$ cat src/rtl/fes_pkg.sv
package fes_pkg;
  localparam int unsigned BYTE_W = 8;

  localparam logic [BYTE_W-1:0] CMD_ERASE  = 8'h20;
  localparam logic [BYTE_W-1:0] CMD_VERIFY = 8'hA0;
  localparam logic [BYTE_W-1:0] CMD_PGM    = 8'h40;
  localparam logic [BYTE_W-1:0] CMD_RESET  = 8'hFF;
  localparam logic [BYTE_W-1:0] VAL_BLANK  = 8'hFF;

  typedef enum logic [3:0] {
    ST_IDLE,
    ST_ERA1,
    ST_ERA2,
    ST_WAIT,
    ST_VCMD,
    ST_VRD,
    ST_VCHK,
    ST_EXIT,
    ST_ABORT
  } fes_state_e;
endpackage

$ cat src/rtl/fes_wait_timer.sv
module fes_wait_timer #(
  parameter int unsigned WAIT_W = 16
) (
  input  logic              clk_i,
  input  logic              rst_ni,
  input  logic              load_i,
  input  logic [WAIT_W-1:0] val_i,
  output logic              zero_o
);
  logic [WAIT_W-1:0] cnt_q;

  always_ff @(posedge clk_i or negedge rst_ni) begin
    if (!rst_ni)             cnt_q <= '0;
    else if (load_i)         cnt_q <= val_i;
    else if (cnt_q != '0)    cnt_q <= cnt_q - 1'b1;
  end

  assign zero_o = (cnt_q == '0);
endmodule

$ cat src/rtl/fes_retry_ctr.sv
module fes_retry_ctr #(
  parameter int unsigned RETRY_W = 4
) (
  input  logic               clk_i,
  input  logic               rst_ni,
  input  logic               clr_i,
  input  logic               inc_i,
  input  logic [RETRY_W-1:0] limit_i,
  output logic               spent_o
);
  logic [RETRY_W-1:0] cnt_q;

  always_ff @(posedge clk_i or negedge rst_ni) begin
    if (!rst_ni)      cnt_q <= '0;
    else if (clr_i)   cnt_q <= '0;
    else if (inc_i)   cnt_q <= cnt_q + 1'b1;
  end

  assign spent_o = (cnt_q == limit_i);
endmodule

$ cat src/rtl/fes_addr_walk.sv
module fes_addr_walk #(
  parameter int unsigned ADDR_W = 8
) (
  input  logic              clk_i,
  input  logic              rst_ni,
  input  logic              clr_i,
  input  logic              inc_i,
  input  logic [ADDR_W-1:0] last_i,
  output logic [ADDR_W-1:0] addr_o,
  output logic              at_last_o
);
  logic [ADDR_W-1:0] addr_q;

  always_ff @(posedge clk_i or negedge rst_ni) begin
    if (!rst_ni)      addr_q <= '0;
    else if (clr_i)   addr_q <= '0;
    else if (inc_i)   addr_q <= addr_q + 1'b1;
  end

  assign addr_o    = addr_q;
  assign at_last_o = (addr_q == last_i);
endmodule

$ cat src/rtl/flash_erase_seq.sv
module flash_erase_seq
  import fes_pkg::*;
#(
  parameter int unsigned ADDR_W  = 8,
  parameter int unsigned RETRY_W = 4,
  parameter int unsigned WAIT_W  = 16
) (
  input  logic               clk_i,
  input  logic               rst_ni,
  input  logic               start_i,
  input  logic [ADDR_W-1:0]  last_addr_i,
  input  logic [RETRY_W-1:0] max_retry_i,
  input  logic [WAIT_W-1:0]  erase_wait_i,
  output logic               busy_o,
  output logic               done_o,
  output logic               error_o,
  output logic [ADDR_W-1:0]  bus_addr_o,
  output logic [BYTE_W-1:0]  bus_wdata_o,
  output logic               bus_we_o,
  output logic               bus_re_o,
  input  logic [BYTE_W-1:0]  bus_rdata_i
);
  fes_state_e state_q, state_d;

  logic [ADDR_W-1:0]  last_q;
  logic [RETRY_W-1:0] retry_q;
  logic [WAIT_W-1:0]  wait_q;
  logic               done_q, error_q;

  logic accept, blank;
  logic tmr_zero, retry_spent, at_last;
  logic addr_inc, retry_inc;
  logic [ADDR_W-1:0] cur_addr;

  assign accept = (state_q == ST_IDLE) && start_i;
  assign blank  = (bus_rdata_i == VAL_BLANK);

  // configuration captured once per run
  always_ff @(posedge clk_i or negedge rst_ni) begin
    if (!rst_ni) begin
      last_q  <= '0;
      retry_q <= '0;
      wait_q  <= '0;
    end else if (accept) begin
      last_q  <= last_addr_i;
      retry_q <= max_retry_i;
      wait_q  <= erase_wait_i;
    end
  end

  fes_wait_timer #(.WAIT_W(WAIT_W)) u_timer (
    .clk_i  (clk_i),
    .rst_ni (rst_ni),
    .load_i (state_q == ST_ERA2),
    .val_i  (wait_q),
    .zero_o (tmr_zero)
  );

  fes_retry_ctr #(.RETRY_W(RETRY_W)) u_retry (
    .clk_i   (clk_i),
    .rst_ni  (rst_ni),
    .clr_i   (accept),
    .inc_i   (retry_inc),
    .limit_i (retry_q),
    .spent_o (retry_spent)
  );

  fes_addr_walk #(.ADDR_W(ADDR_W)) u_addr (
    .clk_i     (clk_i),
    .rst_ni    (rst_ni),
    .clr_i     (accept),
    .inc_i     (addr_inc),
    .last_i    (last_q),
    .addr_o    (cur_addr),
    .at_last_o (at_last)
  );

  always_comb begin
    state_d   = state_q;
    addr_inc  = 1'b0;
    retry_inc = 1'b0;
    unique case (state_q)
      ST_IDLE:  if (start_i) state_d = ST_ERA1;
      ST_ERA1:  state_d = ST_ERA2;
      ST_ERA2:  state_d = ST_WAIT;
      ST_WAIT:  if (tmr_zero) state_d = ST_VCMD;
      ST_VCMD:  state_d = ST_VRD;
      ST_VRD:   state_d = ST_VCHK;
      ST_VCHK: begin
        if (blank) begin
          if (at_last) state_d = ST_EXIT;
          else begin
            state_d  = ST_VCMD;
            addr_inc = 1'b1;
          end
        end else if (retry_spent) begin
          state_d = ST_ABORT;
        end else begin
          // re-erase; address counter holds the failing location
          state_d   = ST_ERA1;
          retry_inc = 1'b1;
        end
      end
      ST_EXIT:  state_d = ST_IDLE;
      ST_ABORT: state_d = ST_IDLE;
      default:  state_d = ST_IDLE;
    endcase
  end

  always_ff @(posedge clk_i or negedge rst_ni) begin
    if (!rst_ni) begin
      state_q <= ST_IDLE;
      done_q  <= 1'b0;
      error_q <= 1'b0;
    end else begin
      state_q <= state_d;
      done_q  <= (state_q == ST_EXIT) || (state_q == ST_ABORT);
      if (accept)                     error_q <= 1'b0;
      else if (state_q == ST_ABORT)   error_q <= 1'b1;
    end
  end

  always_comb begin
    bus_we_o    = 1'b0;
    bus_re_o    = 1'b0;
    bus_wdata_o = '0;
    bus_addr_o  = '0;
    unique case (state_q)
      ST_ERA1, ST_ERA2: begin
        bus_we_o    = 1'b1;
        bus_wdata_o = CMD_ERASE;
      end
      ST_VCMD: begin
        bus_we_o    = 1'b1;
        bus_wdata_o = CMD_VERIFY;
        bus_addr_o  = cur_addr;
      end
      ST_VRD: begin
        bus_re_o   = 1'b1;
        bus_addr_o = cur_addr;
      end
      ST_EXIT: begin
        bus_we_o    = 1'b1;
        bus_wdata_o = CMD_PGM;
      end
      ST_ABORT: begin
        bus_we_o    = 1'b1;
        bus_wdata_o = CMD_RESET;
      end
      default: ;
    endcase
  end

  assign busy_o  = (state_q != ST_IDLE);
  assign done_o  = done_q;
  assign error_o = error_q;
endmodule

$ cat config.mk
export PLATFORM = sky130hd
export DESIGN_NAME = flash_erase_seq
export DESIGN_NICKNAME = d
export VERILOG_FILES = /design/src/rtl/fes_pkg.sv /design/src/rtl/fes_wait_timer.sv /design/src/rtl/fes_retry_ctr.sv /design/src/rtl/fes_addr_walk.sv /design/src/rtl/flash_erase_seq.sv
export SDC_FILE = /design/constraint.sdc
export NUM_CORES = 1
export LEC_CHECK = 0
export ABC_AREA = 1
export ABC_CLOCK_PERIOD_IN_PS = 3200
export BUFFER_PORTS_ARGS = -buffer_cell sky130_fd_sc_hd__buf_2
export CAP_MARGIN = 20
export CORE_ASPECT_RATIO = 1.75
export CORE_MARGIN = 4
export CORE_UTILIZATION = 60
export DETAILED_ROUTE_END_ITERATION = 12
export GPL_TIMING_DRIVEN = 1
export PLACE_DENSITY = 0.88
export SYNTH_ARGS = -nofsm -noshare
export SYNTH_HDL_FRONTEND = slang
export SYNTH_SLANG_ARGS = --single-unit
$ cat constraint.sdc
create_clock -name clk_i -period 3.2 [get_ports clk_i]
set_input_delay 0.64 -clock clk_i [delete_from_list [all_inputs] [get_ports clk_i]]
set_output_delay 0.64 -clock clk_i [all_outputs]
set_load 0.05 [all_outputs]
==> metrics.md, run 1 <==
| Metric | Value |
|---|---|
| Die height | 108 um |
| DIE AREA | 7090 um^2 |
| Post-synth EDFFs | 0 |
| Worst hold path class | in2async |
| Max clock buf depth | 2 |
| Netlist cell types | 29 |
| TritonCTS clock tree | done |
| Skew final | slightly below 9 ps |
| Vias in the first global route | 3,085 |
| Max-cap viol count | 0 |
| Wire per inst | 13.7 um |
| Initial Util | 0.619 |
| DRC | 0 |
| DR vias | 3,053 |
| CP Launch Type | register |
| CP endpoint kind | primary output |
| Layout area overhead | 13.5% |
| Layout cells sized above 1 | 0.213 |
| Ys Warns | 0 |
| Top Layer Used | met4 |
| IO buf count | a little under 60 |
| Pre-Repair DR Iteration Count | 6 |
| First-pass GRT wire length | roughly 13 mm |
| Area of the multi-input gates | between 1500 and 2000 um^2 |
| CTS clk-pin slew, worst paths | 70 ps |
| Filler cells | 496 |
| TritonCTS Buffers | 9 |
| Pwr/cell area | 905 nW/um^2 |
| Mapped Cells | 446 |
| CP max FO | 7 |
| Area leader, netlist | dfrtp_1 |
| WL final | 8.01 mm |
| HPWL after DPL | 5.73 mm |
| Row count | 36 |
| Max Freq | 411 MHz |
| Register area share after synthesis | 0.449 |
| Crit Path Category | reg2out |
| Post-synth top area share | 0.449 |
| Met2 routed WL | 4.39 mm |
| ANT cells | 0 |
| Synth Flop Type | dfrtp_1 |
| Clock sink total | 62 |
| Clk_lat worst skew | 350 ps |
| Register Area | 1550 um^2 |
| Routed wl met3 | 373 um |
| # hold bufs at CTS | 0 |
| Remaining antenna violation count | 0 |
| Avg Cell Area, Syn | 7.75 um^2 |
| Core box area | 5590 um^2 |
| Drt via density | 5.23 |
| CTS root buffer | clkbuf_8 |
| RSZ-0062 raised after global routing | false |
| Ports | 60 |
| Final Hold Fails | 0 |
| Net Count, Synth | around 490 |
| Wl on met1 | 2.94 mm |
| FF+latch count, synth | 62 |
| Actual slew at the worst max-slew pin | 796 ps |
| Chip Width | ~65 um |
| Final Max Tran Viols | 0 |
| Crit path DAT | 1790 ps |
| Most numerous cell in the Yosys netlist | nand2_1 |
| CTS H-Tree Depth | 3 |
| Initial drt markers | 145 |
| Status | complete, no violations |
| Crit path time final | around 2400 ps |
| Layout Nets | 545 |
| Slew headroom | 0.469 |
| Largest net degree at the start of global routing | 42 |
| P_leak | 2.13 nW |
| Top post-synthesis cells by count | nand2_1 (162), dfrtp_1 (62), inv_1 (45), nor2_1 (34), nand3_1 (22) |
| Initial antenna violation count | 0 |
| # Post-CTS Setup Buffers | 0 |
| Resized cells post-CTS | 0 |
| Worst EP required | about 2600 ps |
| Top cells by area, synth | dfrtp_1 (45%), nand2_1 (18%), inv_1 (4.9%), xnor2_1 (4.1%), nor2_1 (3.7%) |
| Peak VDD IR | 0.752 mV |
| Gp weighted congestion | 0.898 |
| Async SR Flop Fraction | 1.00 |
| Mapped cell area | 3460 um^2 |
| Final setup viols | 0 |
| Core Util, Final | 0.702 |
| Overflow after GRT | 0 |
| Total global-route track usage | 0.248 |
| Fin crit share | 0.760 |
| TNS Setup | 0 ps |
[sequential cells by signal (all words and copies together) (netlist names)]
name           count
u_retry.cnt_q      4
state_q            4
u_addr.addr_o      8
retry_q            4
done_o             1
wait_q            16
u_timer.cnt_q     16
error_o            1
last_q             8
[routing by layer]
layer  vias to the layer above  GRT usage
li1                       1494          -
met1                      1438      0.271
met2                        94      0.440
met3                        27     0.0437
met4                         0      0.141
met5                         -          0
[layout by cell type (no fill, tap or decap)]
master     count
nand2_1      162
dfrtp_1       62
buf_2         59
inv_1         45
nor2_1        34
nand3_1       22
o21ai_0       16
xnor2_1       16
xor2_1        10
nand4_1       10
clkbuf_8       9
nor2_2         7
inv_2          6
o21ai_1        6
nand3_2        6
nor2_4         4
nand2_2        4
clkinv_2       4
nand2_4        3
nor3_1         3
ha_1           3
a21oi_1        2
o21a_1         2
a31oi_1        2
clkbuf_1       2
buf_4          2
nor3_2         1
inv_4          1
a21oi_2        1
nand3b_1       1
o22ai_1        1
o211a_1        1
bufinv_16      1
[cell type report]
cell class              instances  share of cell area
repair buffers                 61              0.0791
flip-flops and latches         62               0.396
well taps                      76              0.0242
inverters                      52              0.0504
multi-input cells             317               0.404
clock inverters                 5              0.0128
clock buffers                  11              0.0335
[power breakdown]
part	internal [mW]	leakage [nW]	total, mW	switching (mW)
combinational	0.515	1.24	1.56	1.05
clock	0.355	0.0968	0.662	0.307
sequential	1.10	0.790	1.32	0.225
total	1.97	2.13	3.55	1.58
[logic make-up after synthesis]
group | count (synthesis) | synth area share
compound gates | 31 | 0.0499
xor+xnor | 26 | 0.0659
fa+ha+maj | 3 | 0.0109
buf+inv | 67 | 0.0937
flops | 62 | 0.449
simple gates | 257 | 0.331
[worst max-delay path, cell delays in order (launching register included)]
cell and delay, ps:
dfrtp_1 410, inv_2 90, nand2_1 130, nor3_2 330, a21oi_1 130, inv_1 90
buf_2 260
[final timing paths]
kind                                  end  cells past startpoint  slack, ps            start
hold / removal                 retry_q[3]                      1        370           rst_ni
hold reg to reg                wait_q[15]                      2        480       wait_q[15]
min in group clk_i              wait_q[6]                      3        480  erase_wait_i[6]
setup reg to reg                wait_q[9]                      7       1340       state_q[2]
setup / recovery           bus_wdata_o[6]                      6        770       state_q[0]
max in group asynchronous      wait_q[11]                      2       2110           rst_ni
[per-stage QoR]
step           hold WS, ps  total power, mW  cell area (um^2)  cells  worst slack, ps
3_3_place_gp           456             2.79              3740    568             1260
5_1_grt                420             3.80              3920    584              552
2_1_floorplan          344             2.53              3460    446              600
6_report               369             3.55              3920    584              768
4_1_cts                386             3.55              3920    584              749
3_5_place_dp           464             2.87              3740    568             1170
No activity file was read; power rests on OpenSTA's default activity.
==> run 2, diff against run 1 <==
--- a/config.mk
+++ b/config.mk
@@ -6,15 +6,15 @@
 export NUM_CORES = 1
 export LEC_CHECK = 0
 export ABC_AREA = 1
-export ABC_CLOCK_PERIOD_IN_PS = 3200
+export ABC_CLOCK_PERIOD_IN_PS = 2400
 export BUFFER_PORTS_ARGS = -buffer_cell sky130_fd_sc_hd__buf_2
 export CAP_MARGIN = 20
 export CORE_ASPECT_RATIO = 1.75
 export CORE_MARGIN = 4
-export CORE_UTILIZATION = 60
+export CORE_UTILIZATION = 56
 export DETAILED_ROUTE_END_ITERATION = 12
 export GPL_TIMING_DRIVEN = 1
-export PLACE_DENSITY = 0.88
+export PLACE_DENSITY = 0.83
 export SYNTH_ARGS = -nofsm -noshare
 export SYNTH_HDL_FRONTEND = slang
 export SYNTH_SLANG_ARGS = --single-unit
==> constraint.sdc (replaced) <==
create_clock -name clk_i -period 2.4 [get_ports clk_i]
set_input_delay 0.48 -clock clk_i [delete_from_list [all_inputs] [get_ports clk_i]]
set_output_delay 0.48 -clock clk_i [all_outputs]
set_load 0.05 [all_outputs]
==> metrics.md, run 2 (synthesis gave the netlist of run 1 again) <==
| Metric | Value |
|---|---|
| Wire per inst | 13.0 um (-5.0%) |
| # hold bufs at CTS | 0 (unchanged) |
| Ports | 60 (unchanged) |
| TritonCTS clock tree | done |
| Pre-CTS WS | 586 ps (-586 ps) |
| Layout cells sized above 1 | 0.209 (-0.00394) |
| Core Util, Final | 0.665 (-0.0374) |
| Max-cap viol count | 0 (unchanged) |
| Final Max Tran Viols | 0 (unchanged) |
| Worst hold path class | in2async |
| CP Launch Type | register |
| TNS Setup | 0 ps (unchanged) |
| Total power | 4.70 mW (+32%) |
| Status | complete, no violations |
| CP endpoint kind | primary output |
| Filler cells | 536 (+8.1%) |
| Most common cell after layout, fill and taps aside | nand2_1 |
| Remaining antenna violation count | 0 (unchanged) |
| Row count | 37 (+2.8%) |
| Top Registers | u_timer.cnt_q: 16 flops, wait_q: 16 flops |
| CTS clk-pin slew, worst paths | 70 ps (about the same) |
| Crit path DAT | 1720 ps (-70 ps) |
| Slew headroom | 0.686 (+0.217) |
| IO buf count | 59 (unchanged) |
| Total global-route track usage | 0.226 (-0.0211) |
| Clk_lat worst skew | 340 ps (about the same) |
| Initial drt markers | 86 (-41%) |
| Register Area | 1550 um^2 (unchanged) |
| Final Hold Fails | 0 (unchanged) |
| Max clock buf depth | 2 (unchanged) |
| HPWL after DPL | 5.75 mm (+0.30%) |
| TritonCTS Buffers | 9 (unchanged) |
| Gp weighted congestion | 0.946 (+5.3%) |
| Final WS setup | 204 ps (-564 ps) |
| Worst EP required | 1920 ps (-640 ps) |
| Crit Path Category | reg2out |
| DR vias | 3,000 (-1.7%) |
| DIE AREA | 7540 um^2 (+6.4%) |
| Commonest non-fill, non-tap cells in the layout | nand2_1 (162), dfrtp_1 (62), buf_2 (59) |
| Skew final | 6.31 ps (-2.37 ps) |
| P_leak | 2.13 nW (about the same) |
| Crit path time final | approximately 2200 ps |
| Max Freq | between 400 and 500 MHz |
| Die height | 112 um (+3.3%) |
| Clock sink total | 62 (unchanged) |
| CP max FO | 3 (-4) |
| Pre-Repair DR Iteration Count | 4 (-2) |
| Layout area overhead | 14.0% |
| RSZ-0062 raised after global routing | false |
| Peak VDD IR | 0.936 mV (+24%) |
| Overflow after GRT | 0 (unchanged) |
| First-pass GRT wire length | 13.1 mm (-2.4%) |
| DRC | 0 (unchanged) |
| Final setup viols | 0 (unchanged) |
| Drt via density | 5.12 (-2.1%) |
| Largest net degree at the start of global routing | 37 (-12%) |
| Initial antenna violation count | 0 (unchanged) |
| Pwr/cell area | 1190 nW/um^2 (+32%) |
| CTS H-Tree Depth | 3 (unchanged) |
| # Post-CTS Setup Buffers | 0 (unchanged) |
| Initial Util | 0.583 (-0.0355) |
| ANT cells | 0 (unchanged) |
| Resized cells post-CTS | 0 (unchanged) |
| Core box area | 5930 um^2 (+6.1%) |
| Chip Width | 67.4 um (+3.1%) |
| Actual slew at the worst max-slew pin | 471 ps (-325 ps) |
| Fin crit share | 0.915 |
| Layout Nets | 546 (+0.18%) |
| CTS root buffer | clkbuf_8 |
| Vias in the first global route | 3,028 (-1.8%) |
| WL final | 7.64 mm (-4.7%) |
| Area of the multi-input gates | 1590 um^2 (+0.39%) |
run 2: cell types whose count changed in the layout (fill, tap and decap cells not counted), sizes merged:
cell | previous run | this run
buf | 61 | 62
clkbuf | 11 | 14
clkinv | 4 | 0
run 2: layout make-up:
| cell class | instances | share of cell area |
|---|---|---|
| Inverter | 52 | 0.0502 |
| Multi-Input combinational cell | 317 | 0.404 |
| Sequential cell | 62 | 0.394 |
| Clock inverter | 1 | 0.00762 |
| Timing Repair Buffer | 62 | 0.0807 |
| Tap cell | 78 | 0.0248 |
| Clock buffer | 14 | 0.0387 |
run 2: stage by stage:
step / instance area (um^2) / hold WS (ps) / std cells
2_1_floorplan: 3470 / 184 / 446
3_3_place_gp: 3760 / 445 / 571
3_5_place_dp: 3760 / 461 / 571
4_1_cts: 3940 / 91.5 / 586
5_1_grt: 3940 / 111 / 586
6_report: 3940 / 87.2 / 586
run 2: power by group:
part,internal [mW],switching [mW],leakage [nW]
clock,0.504,0.383,0.0908
sequential,1.47,0.301,0.790
combinational,0.689,1.36,1.25
run 2: path summary, 6_finish.rpt:
| check | startpoint | to | slack [ps] | depth (start not counted) |
|---|---|---|---|---|
| max | state_q[3] | bus_wdata_o[5] | 200 | 6 |
| min | rst_ni | u_timer.cnt_q[2] | 90 | 1 |
| max reg2reg | u_timer.cnt_q[0] | u_timer.cnt_q[5] | 730 | 9 |
| min reg2reg | error_o | error_o | 480 | 2 |
| max in group asynchronous | rst_ni | last_q[3] | 1650 | 2 |
| min in group clk_i | erase_wait_i[1] | wait_q[1] | 330 | 3 |
run 2: per-layer routing:
layer / share of wire / vias to the layer above / GRT usage
met4: 0.040 / 0 / 0.125
met3: 0.038 / 31 / 0.0484
met2: 0.53 / 79 / 0.384
li1: - / 1492 / -
met5: 0 / - / 0
met1: 0.39 / 1398 / 0.254
run 2: worst max-delay path, stage by stage, from the launching register on:
cell,delay (ps)
dfrtp_1,400
inv_1,130
nand2_1,90
nor2_1,220
nand2_1,160
nand3_1,120
buf_2,260
==> run 3, diff against run 2 <==
--- a/config.mk
+++ b/config.mk
@@ -17,4 +17,5 @@
 export PLACE_DENSITY = 0.83
 export SYNTH_ARGS = -nofsm -noshare
 export SYNTH_HDL_FRONTEND = slang
+export SYNTH_HIERARCHICAL = 1
 export SYNTH_SLANG_ARGS = --single-unit
==> metrics.md, run 3 <==
| Metric | Value |
|---|---|
| Layout area overhead | 14.4% |
| Pre-Repair DR Iteration Count | 4 (unchanged) |
| Die height | 113 um (+1.3%) |
| Chip Width | 68.2 um (+1.2%) |
| # Post-CTS Setup Buffers | 0 (unchanged) |
| Core box area | 6180 um^2 (+4.3%) |
| CP endpoint kind | primary output |
| Final Max Tran Viols | 0 (unchanged) |
| DR vias | 3,125 (+4.2%) |
| Async SR Flop Fraction | 1.00 (unchanged) |
| # hold bufs at CTS | 0 (unchanged) |
| Total global-route track usage | 0.236 (+0.00930) |
| CP Launch Type | register |
| Pwr/cell area | 1180 nW/um^2 (-0.81%) |
| Max Freq | 471 MHz (+3.4%) |
| Slew headroom | 0.624 (-0.0621) |
| Actual slew at the worst max-slew pin | 564 ps (+93.2 ps) |
| Final setup viols | 0 (unchanged) |
| P_leak | 2.29 nW (+7.6%) |
| Gp weighted congestion | 0.869 (-8.2%) |
| IO buf count | 59 (unchanged) |
| Post-synth EDFFs | 0 (unchanged) |
| Skew final | 4.18 ps (-2.13 ps) |
| Clock sink total | 62 (unchanged) |
| CTS H-Tree Depth | 3 (unchanged) |
| Net Count, Synth | 515 (+5.5%) |
| First-pass GRT wire length | 13.7 mm (+4.5%) |
| Drt via density | 5.06 (-1.2%) |
| Layout Nets | 577 (+5.7%) |
| Gate power share | 0.453 (+0.018) |
| Top cells by area, synth | dfrtp_1 (44%), nand2_1 (19%), nor2_1 (5.2%), inv_1 (5.1%), nand3_1 (3.5%) |
| Avg Cell Area, Syn | 7.52 um^2 (-3.0%) |
| CTS root buffer | clkbuf_8 |
| Largest net degree at the start of global routing | 30 (-19%) |
| Area leader, netlist | dfrtp_1 |
| Worst hold slack | 124 ps (+37.3 ps) |
| CTS clk-pin slew, worst paths | 60 ps (about the same) |
| Mapped cell area | 3560 um^2 (+2.9%) |
| CP max FO | 7 (+4) |
| Overflow after GRT | 0 (unchanged) |
| Crit path DAT | 1640 ps (-80 ps) |
| Register area share after synthesis | 0.436 (-0.0125) |
| Row count | 38 (+2.7%) |
| Clk_lat worst skew | 340 ps (about the same) |
| Fin crit share | 0.885 (-0.0301) |
| RSZ-0062 raised after global routing | false |
| Initial Util | 0.575 (-0.00810) |
| Crit Path Category | reg2out |
| Initial antenna violation count | 0 (unchanged) |
| Layout cells sized above 1 | 0.208 (-0.000483) |
| Final Hold Fails | 0 (unchanged) |
| Synth Flop Type | dfrtp_1 |
| DIE AREA | 7740 um^2 (+2.6%) |
| Sw Pwr | 2.17 mW (+6.4%) |
| Resized cells post-CTS | 0 (unchanged) |
| HPWL after DPL | 6.13 mm (+6.5%) |
| Status | complete, no violations |
| Reg power frac | 0.375 (about the same) |
| Netlist cell types | 32 (+10%) |
| ANT cells | 0 (unchanged) |
| Crit path time final | 2120 ps (-72.3 ps) |
| TritonCTS Buffers | 9 (unchanged) |
| Vias in the first global route | 3,087 (+1.9%) |
| FF+latch count, synth | 62 (unchanged) |
| TNS Setup | 0 ps (unchanged) |
| Remaining antenna violation count | 0 (unchanged) |
| Commonest non-fill, non-tap cells in the layout | nand2_1 (184), dfrtp_1 (62), buf_2 (59) |
| Wire per inst | 13.2 um (+1.6%) |
| Sw frac | 0.451 (+0.0173) |
| Mapped Cells | 473 (+6.1%) |
| Max-cap viol count | 0 (unchanged) |
| Initial drt markers | 170 (+98%) |
| Most numerous cell in the Yosys netlist | nand2_1 |
| Top Registers | u_timer/cnt_q: 16 flops, wait_q: 16 flops |
| Worst hold path class | in2async |
| Ys Warns | 6 (+6) |
| Filler cells | 540 (+0.75%) |
| Peak VDD IR | 0.652 mV (-30%) |
| Ports | 60 (unchanged) |
| Post-synth top area share | 0.436 (-0.0125) |
| Top post-synthesis cells by count | nand2_1 (184), dfrtp_1 (62), nor2_1 (49), inv_1 (48), nand3_1 (25) |
| Internal power | 2.64 mW (-0.75%) |
| Total power | 4.81 mW (+2.4%) |
| Most common cell after layout, fill and taps aside | nand2_1 |
| Worst EP required | 1920 ps (about the same) |
| Clk pwr share | 0.172 (-0.017) |
| TritonCTS clock tree | done |
| WL final | 8.18 mm (+7.1%) |
| Max clock buf depth | 2 (unchanged) |
| DRC | 0 (unchanged) |
-- run 3: cell types whose count changed after synthesis, moves of 4 or more --
| cell | change |
|---|---|
| buf_4 | -4 |
| o21ai_0 | -6 |
| nand3b_1 | +4 |
| xnor2_1 | -9 |
| nor2_4 | +5 |
| nand2_1 | +22 |
| nand4_1 | -5 |
| nor2_1 | +15 |
| a21oi_1 | +5 |
-- run 3: worst max-delay path: stages, from the launching register on --
cell and delay, ps:
dfrtp_1 430, nor2_4 190, nand3_1 220, inv_1 170, buf_2 290
-- run 3: power by group through the flow --
stage / clock network [mW] / registers, mW / logic, mW
2_1_floorplan: 0 / 1.76 / 1.73
3_5_place_dp: 0 / 1.80 / 2.18
5_1_grt: 0.889 / 1.84 / 2.46
4_1_cts: 0.840 / 1.80 / 2.20
3_3_place_gp: 0 / 1.79 / 2.10
6_report: 0.827 / 1.80 / 2.18
-- run 3: metrics by stage --
stage	utilization	instance area, um^2	instances	setup WS [ps]
after floorplan	-	3560	473	475
after global placement	0.630	3890	604	506
after detailed placement	0.630	3890	604	457
after CTS	0.658	4070	618	270
after global routing	0.658	4070	618	99.8
final	0.658	4070	618	277
-- run 3: cell type report --
class | instances | area [um^2] | share of cell area
Clock buffer | 13 | 169 | 0.0415
Multi-Input combinational cell | 346 | 1710 | 0.420
Clock inverter | 1 | 5.00 | 0.00123
Inverter | 51 | 191 | 0.0471
Timing Repair Buffer | 65 | 340 | 0.0837
Tap cell | 80 | 100 | 0.0246
Sequential cell | 62 | 1550 | 0.382
-- run 3: worst paths after layout --
kind / from / end / slack (ps) / depth (start not counted)
min reg2reg: wait_q[13] / u_timer/cnt_q[13] / 480 / 2
min: rst_ni / state_q[1] / 120 / 1
max in group asynchronous: rst_ni / wait_q[4] / 1600 / 2
max reg2reg: state_q[0] / u_addr/addr_o[5] / 360 / 10
max: state_q[1] / bus_wdata_o[2] / 280 / 4
min in group clk_i: last_addr_i[6] / last_q[6] / 330 / 3
-- run 3: kinds of logic after synthesis --
logic type / Yosys count / synth area share
buffers and inverters: 65 / 0.0830
adders and majority gates: 3 / 0.0106
xor gates and xnor gates: 18 / 0.0443
and+or+nand+nor: 300 / 0.384
DFF: 62 / 0.436
AOI/OAI and AO/OA: 25 / 0.0415
-- run 3: routing by layer --
metal	routed length [um]	track usage
met5	0	0
met4	160	0.0876
met3	323	0.0611
met2	4590	0.426
met1	3110	0.252
